$ cat src/rtl/epf_pkg.sv
package epf_pkg;

    // Fetch-control states
    typedef enum logic [1:0] {
        FS_IDLE  = 2'd0,
        FS_ISSUE = 2'd1,
        FS_WAIT  = 2'd2
    } fetch_state_e;

endpackage

$ cat src/rtl/epf_slot.sv
// Request and status bits of one endpoint/direction slot.
module epf_slot (
    input  logic clk,
    input  logic rst_n,
    input  logic prime_set,
    input  logic flush_set,
    input  logic busy,
    input  logic consume,
    input  logic ack,
    output logic prime_q,
    output logic flush_q,
    output logic primed_q,
    output logic cand
);

    logic flush_fin;

    // A flush finishes only while no packet is in flight
    assign flush_fin = flush_q & ~busy;
    // Flush goes first: a slot with a pending flush is not offered
    assign cand      = prime_q & ~flush_q;

    always_ff @(posedge clk) begin
        if (!rst_n) begin
            prime_q  <= 1'b0;
            flush_q  <= 1'b0;
            primed_q <= 1'b0;
        end else begin
            prime_q  <= prime_set | (prime_q & ~ack);
            flush_q  <= flush_set | (flush_q & ~flush_fin);
            primed_q <= ack | (primed_q & ~flush_fin & ~consume);
        end
    end

endmodule

$ cat src/rtl/epf_arbiter.sv
// Fixed priority: lowest endpoint first, transmit before receive.
module epf_arbiter #(
    parameter int NUM_EP = 4,
    localparam int SLOTS = 2 * NUM_EP,
    localparam int EP_W  = $clog2(NUM_EP)
) (
    input  logic [SLOTS-1:0] cand,
    output logic             grant_valid,
    output logic [EP_W-1:0]  grant_ep,
    output logic             grant_dir
);

    always_comb begin
        grant_valid = 1'b0;
        grant_ep    = '0;
        grant_dir   = 1'b0;
        // Walk from lowest to highest priority; the last hit wins
        for (int k = SLOTS - 1; k >= 0; k--) begin
            if (cand[((k % 2) == 0) ? (NUM_EP + k / 2) : (k / 2)]) begin
                grant_valid = 1'b1;
                grant_ep    = EP_W'(k / 2);
                grant_dir   = ((k % 2) == 0);
            end
        end
    end

endmodule

$ cat src/rtl/epf_fetch_fsm.sv
// Issues one fetch request at a time and waits for its matching done.
module epf_fetch_fsm
    import epf_pkg::*;
#(
    parameter int NUM_EP = 4,
    localparam int SLOTS = 2 * NUM_EP,
    localparam int EP_W  = $clog2(NUM_EP)
) (
    input  logic             clk,
    input  logic             rst_n,
    input  logic             grant_valid,
    input  logic [EP_W-1:0]  grant_ep,
    input  logic             grant_dir,
    input  logic             fetch_done,
    input  logic [EP_W-1:0]  fetch_done_ep,
    input  logic             fetch_done_dir,
    output logic             fetch_req,
    output logic [EP_W-1:0]  fetch_ep,
    output logic             fetch_dir,
    output logic [SLOTS-1:0] ack_vec
);

    fetch_state_e state_q, state_d;
    logic [EP_W-1:0] sel_ep_q;
    logic            sel_dir_q;
    logic            done_match;

    assign done_match = fetch_done && (fetch_done_ep == sel_ep_q)
                        && (fetch_done_dir == sel_dir_q);

    // State register
    always_ff @(posedge clk) begin
        if (!rst_n) state_q <= FS_IDLE;
        else        state_q <= state_d;
    end

    // Latch the granted slot on leaving IDLE
    always_ff @(posedge clk) begin
        if (!rst_n) begin
            sel_ep_q  <= '0;
            sel_dir_q <= 1'b0;
        end else if (state_q == FS_IDLE && grant_valid) begin
            sel_ep_q  <= grant_ep;
            sel_dir_q <= grant_dir;
        end
    end

    // Transitions
    always_comb begin
        state_d = state_q;
        unique case (state_q)
            FS_IDLE:  if (grant_valid) state_d = FS_ISSUE;
            FS_ISSUE: state_d = FS_WAIT;
            FS_WAIT:  if (done_match) state_d = FS_IDLE;
            default:  state_d = FS_IDLE;
        endcase
    end

    // Outputs
    always_comb begin
        fetch_req = 1'b0;
        ack_vec   = '0;
        fetch_ep  = sel_ep_q;
        fetch_dir = sel_dir_q;
        unique case (state_q)
            FS_IDLE:  ;
            FS_ISSUE: fetch_req = 1'b1;
            FS_WAIT: begin
                if (done_match) begin
                    for (int s = 0; s < SLOTS; s++) begin
                        if (s == (sel_dir_q ? NUM_EP + int'(sel_ep_q) : int'(sel_ep_q)))
                            ack_vec[s] = 1'b1;
                    end
                end
            end
            default: ;
        endcase
    end

endmodule

$ cat src/rtl/ep_prime_flush_ctrl.sv
module ep_prime_flush_ctrl #(
    parameter int NUM_EP     = 4,
    parameter int DATA_W     = 32,
    parameter int ADDR_W     = 2,
    parameter int TX_LSB     = 16,
    parameter int RX_LSB     = 0,
    parameter int PRIME_ADDR = 0,
    parameter int FLUSH_ADDR = 1,
    localparam int SLOTS = 2 * NUM_EP,
    localparam int EP_W  = $clog2(NUM_EP)
) (
    input  logic              clk,
    input  logic              rst_n,
    input  logic              reg_wr,
    input  logic [ADDR_W-1:0] reg_addr,
    input  logic [DATA_W-1:0] reg_wdata,
    output logic [DATA_W-1:0] reg_rdata,
    input  logic              reprime_start,
    input  logic [EP_W-1:0]   reprime_ep,
    input  logic              reprime_dir,
    input  logic [SLOTS-1:0]  pkt_busy,
    input  logic [SLOTS-1:0]  buf_consumed,
    output logic [SLOTS-1:0]  primed_status,
    output logic              fetch_req,
    output logic [EP_W-1:0]   fetch_ep,
    output logic              fetch_dir,
    input  logic              fetch_done,
    input  logic [EP_W-1:0]   fetch_done_ep,
    input  logic              fetch_done_dir
);

    logic [SLOTS-1:0] wr_bits;
    logic [SLOTS-1:0] prime_set, flush_set, reprime_vec;
    logic [SLOTS-1:0] prime_q, flush_q, primed_q, cand, ack_vec;
    logic             prime_wr, flush_wr;
    logic             grant_valid, grant_dir;
    logic [EP_W-1:0]  grant_ep;
    logic             unused_wdata;

    // Fold register fields into slot order: receive low, transmit high
    assign wr_bits      = {reg_wdata[TX_LSB +: NUM_EP], reg_wdata[RX_LSB +: NUM_EP]};
    assign unused_wdata = ^reg_wdata;
    assign prime_wr     = reg_wr && (reg_addr == ADDR_W'(PRIME_ADDR));
    assign flush_wr     = reg_wr && (reg_addr == ADDR_W'(FLUSH_ADDR));

    always_comb begin
        reprime_vec = '0;
        for (int s = 0; s < SLOTS; s++) begin
            if (reprime_start &&
                s == (reprime_dir ? NUM_EP + int'(reprime_ep) : int'(reprime_ep)))
                reprime_vec[s] = 1'b1;
        end
    end

    assign prime_set = (prime_wr ? wr_bits : '0) | reprime_vec;
    assign flush_set = flush_wr ? wr_bits : '0;

    for (genvar g = 0; g < SLOTS; g++) begin : g_slot
        epf_slot u_slot (
            .clk       (clk),
            .rst_n     (rst_n),
            .prime_set (prime_set[g]),
            .flush_set (flush_set[g]),
            .busy      (pkt_busy[g]),
            .consume   (buf_consumed[g]),
            .ack       (ack_vec[g]),
            .prime_q   (prime_q[g]),
            .flush_q   (flush_q[g]),
            .primed_q  (primed_q[g]),
            .cand      (cand[g])
        );
    end

    epf_arbiter #(.NUM_EP(NUM_EP)) u_arb (
        .cand        (cand),
        .grant_valid (grant_valid),
        .grant_ep    (grant_ep),
        .grant_dir   (grant_dir)
    );

    epf_fetch_fsm #(.NUM_EP(NUM_EP)) u_fsm (
        .clk            (clk),
        .rst_n          (rst_n),
        .grant_valid    (grant_valid),
        .grant_ep       (grant_ep),
        .grant_dir      (grant_dir),
        .fetch_done     (fetch_done),
        .fetch_done_ep  (fetch_done_ep),
        .fetch_done_dir (fetch_done_dir),
        .fetch_req      (fetch_req),
        .fetch_ep       (fetch_ep),
        .fetch_dir      (fetch_dir),
        .ack_vec        (ack_vec)
    );

    // Read path
    always_comb begin
        reg_rdata = '0;
        if (reg_addr == ADDR_W'(PRIME_ADDR)) begin
            reg_rdata[TX_LSB +: NUM_EP] = prime_q[SLOTS-1:NUM_EP];
            reg_rdata[RX_LSB +: NUM_EP] = prime_q[NUM_EP-1:0];
        end else if (reg_addr == ADDR_W'(FLUSH_ADDR)) begin
            reg_rdata[TX_LSB +: NUM_EP] = flush_q[SLOTS-1:NUM_EP];
            reg_rdata[RX_LSB +: NUM_EP] = flush_q[NUM_EP-1:0];
        end
    end

    assign primed_status = primed_q;

endmodule

$ cat config.mk
export PLATFORM = sky130hd
export DESIGN_NAME = ep_prime_flush_ctrl
export DESIGN_NICKNAME = d
export VERILOG_FILES = /design/src/rtl/epf_pkg.sv /design/src/rtl/epf_slot.sv /design/src/rtl/epf_arbiter.sv /design/src/rtl/epf_fetch_fsm.sv /design/src/rtl/ep_prime_flush_ctrl.sv
export SDC_FILE = /design/constraint.sdc
export NUM_CORES = 1
export LEC_CHECK = 0
export ABC_AREA = 1
export BUFFER_PORTS_ARGS = -buffer_cell sky130_fd_sc_hd__buf_2
export CORE_ASPECT_RATIO = 1.4
export CORE_MARGIN = 1.5
export CORE_UTILIZATION = 45
export CTS_CLUSTER_SIZE = 28
export DETAILED_ROUTE_END_ITERATION = 10
export GPL_TIMING_DRIVEN = 1
export HOLD_SLACK_MARGIN = 0.1
export PLACE_DENSITY = 0.92
export REMOVE_ABC_BUFFERS = 1
export SLEW_MARGIN = 15
export SYNTH_ARGS = -nofsm -noshare
export SYNTH_HDL_FRONTEND = slang
export SYNTH_HIERARCHICAL = 1
export SYNTH_SLANG_ARGS = --single-unit
$ cat constraint.sdc
create_clock -name clk -period 1.82 [get_ports clk]
set_clock_uncertainty 0.15 [all_clocks]
set_input_delay 0.182 -clock clk [delete_from_list [all_inputs] [get_ports clk]]
set_output_delay 0.182 -clock clk [all_outputs]
set_load 0.02 [all_outputs]
==> reports/qor.csv <==
metric;value;unit
outcome;finished clean;
IO Pins;105;
clock slew at reported path FFs;0.06;ns
CTS Buf Count;5;
Die X;58.5;um
Bufs on Longest Clock Path;2;
Mapped Cells;318;
Worst VDD drop;0.428;mV
via count;2029;
setup TNS;0;ns
routed len/inst;10.6;um
CTS tree;built;
RR Startpoint;u_fsm/fetch_dir;
nets;456;
worst r2r dst;g_slot[5].u_slot/prime_q;
GPL Wtd Cong;0.969;
Worst-Skew Late Latency;0.28;ns
Synth cell types;20;
RSZ-0062 raised after global routing;no;
Mapped Area;1940;sq um
Layout fillers;399;
Final WS setup;0.200;ns
Die Y;80.7;um
total clock sinks;29;
endpoints failing setup;0;
root buf cell;clkbuf_8;
Int Pwr;1.09;mW
Yosys top cell area share;29.9;%
most frequent cells after synthesis;74 x nand2_1, 69 x inv_1, 51 x nor2_1;
synth top area cells;dfxtp_1 30%, nand2_1 14%, inv_1 13%;
Max Slew Vio Count;0;
Avg Cell Area, Syn;6.11;sq um
vias in the first global route;1926;
Seq pwr share;43.6;%
CP Launch Type;flop;
Sw Pwr;0.545;mW
Max Clk Rate;0.617;GHz
area of the core;4170;sq um
initial antenna violation count;0;
WL final;4660;um
nature of the critical path endpoint;flop;
Synth area leader;dfxtp_1;
Placed Area;2150;sq um
FF-to-FF path depth;9;
Comb pwr share;25.5;%
pwr/cell area;677;nW/um^2
largest net degree at the start of global routing;17;
# DRC;0;
clock network power share;30.9;%
dpl hpwl;3330;um
final hold vios;0;
GRT Total Usage;21.1;%
flop and latch count out of synthesis;29;
max-cap violations;0;
min-delay worst type;primary input to flop;
Post-CTS Setup Bufs;0;
Post-synth ARST share;0;%
Final Critical Period;1.62;ns
Port Buffers;56;
area added between synthesis and finish;24.4;%
n_diodes;0;
DR iter-0 viols;73;
post-route ant nets;0;
Final Non-Filler Cells;441;
Hold Path Depth;5;
gr ovfl total;0;
worst hold endpoint;g_slot[2].u_slot/prime_q;
dpl cells;415;
Crit path arrival time;1.65;ns
Initial Util;46.6;%
Final Cycle Share;89.0;%
drt first pass iters;4;
post-layout util;57.9;%
design area;2410;sq um
Worst R2R Setup Slack;0.20;ns
kind of critical path;flop to flop;
global-route wire length before repair;7680;um
worst path required time;1.85;ns
Avg Vias per Cell;4.60;
number of enable flip-flop cells after synthesis;0;
H-tree level count;2;
fraction of layout cells with a size suffix above 1;22.0;%
Placement Rows;28;
count leader, synth;nand2_1;
post-place setup slack;0.209;ns
Lkg Pwr;1.31;nW
ys flop type;dfxtp_1;
Max FO, Critical Path;4;
post-synthesis sequential area ratio;29.9;%
number of synthesis warnings;6;
hold_sp;reg_wdata[2];
Sw Ratio;33.3;%
die area;4720;sq um
[worst max path at each step]
stage / from / endpoint / slack, ns / cells past startpoint
2_1_floorplan: u_fsm/fetch_dir / g_slot[4].u_slot/prime_q / 0.30 / 9
3_3_place_gp: u_fsm/fetch_ep[1] / g_slot[4].u_slot/prime_q / 0.24 / 9
3_5_place_dp: u_fsm/fetch_ep[1] / g_slot[5].u_slot/prime_q / 0.21 / 9
4_1_cts: u_fsm/fetch_ep[1] / g_slot[5].u_slot/prime_q / 0.20 / 9
5_1_grt: u_fsm/fetch_dir / g_slot[0].u_slot/prime_q / 0.05 / 9
6_report: u_fsm/fetch_dir / g_slot[5].u_slot/prime_q / 0.20 / 9
[flip-flops by register name (all words and copies together) (netlist names)]
name                    cells
g_slot.u_slot/primed_q      8
g_slot.u_slot/flush_q       8
u_fsm/fetch_ep              2
u_fsm/fetch_dir             1
u_fsm/state_q               2
g_slot.u_slot/prime_q       8
[area by class of cell]
class	count	area (sq um)	share of cell area (%)
clock buffers	8	80.1	3.32
inverters	71	267	11.0
multi-input cells	214	970	40.2
flip-flops and latches	29	582	24.1
well taps	45	56.3	2.33
repair buffers	74	460	19.1
[layer usage]
metal  up-vias  share of wire, %  global-route usage [%]
li1       1041                 -                       -
met3        10               5.8                    4.51
met5         -                 0                       0
met2        79                52                    40.3
met4         0               2.1                    10.5
met1       899                40                    20.8
[metrics by stage]
step	hold WS [ns]	total power, mW
2_1_floorplan	0.164	0.979
5_1_grt	0.130	1.72
4_1_cts	0.107	1.64
3_5_place_dp	0.286	1.11
6_report	0.112	1.64
3_3_place_gp	0.277	1.10
[logic make-up (layout without fill, tap and decap cells)]
family                 Yosys count  in the layout  share of synthesized area (%)
AO/OA/AOI/OAI                   32             32                           9.79
buffers and inverters           98            153                           24.6
flip-flops                      29             29                           29.9
other                            1             24                          0.193
AND/OR/NAND/NOR                158            158                           35.5
[layout by cell type, fill, tap and decap left out]
master         Yosys  routed
nand4_1            2       2
inv_2              2       2
clkbuf_1           0       3
or2_1              1       1
nor2_2             9       9
nand3_1           15      15
nor2_8             1       1
nor3_2             2       2
dfxtp_2            0       1
a21oi_2            8       8
inv_1             69      69
nand3_2            3       3
clkbuf_8           0       5
nand2_1           74      74
o21ai_0            3       3
conb_1             1      24
a21oi_1           21      21
buf_2              1      56
dfxtp_1           29      28
dlygate4sd3_1      0      18
nor2_1            51      51
[what timing repair did]
action | CTS | global route
hold buffers | 18 | 0
hold endpoints to repair | 17 | 0
resized for setup | 0 | 1
endpoints found under the setup margin | 0 | 2
[worst max-delay path, stage by stage (launching register included)]
cell,delay [ns]
dfxtp_1,0.36
inv_1,0.08
nand2_1,0.06
nand2_1,0.04
nor2_1,0.15
nand4_1,0.23
nor2_1,0.17
inv_1,0.09
a21oi_1,0.14
nor2_1,0.05
[power by group through the flow]
stage / Clock, mW / Combinational [mW] / Sequential (mW)
6_report: 0.505 / 0.417 / 0.713
5_1_grt: 0.535 / 0.468 / 0.721
3_3_place_gp: 0 / 0.374 / 0.722
2_1_floorplan: 0 / 0.241 / 0.737
3_5_place_dp: 0 / 0.383 / 0.725
4_1_cts: 0.515 / 0.413 / 0.712
Note: power is estimated with default switching activity, not from simulation.
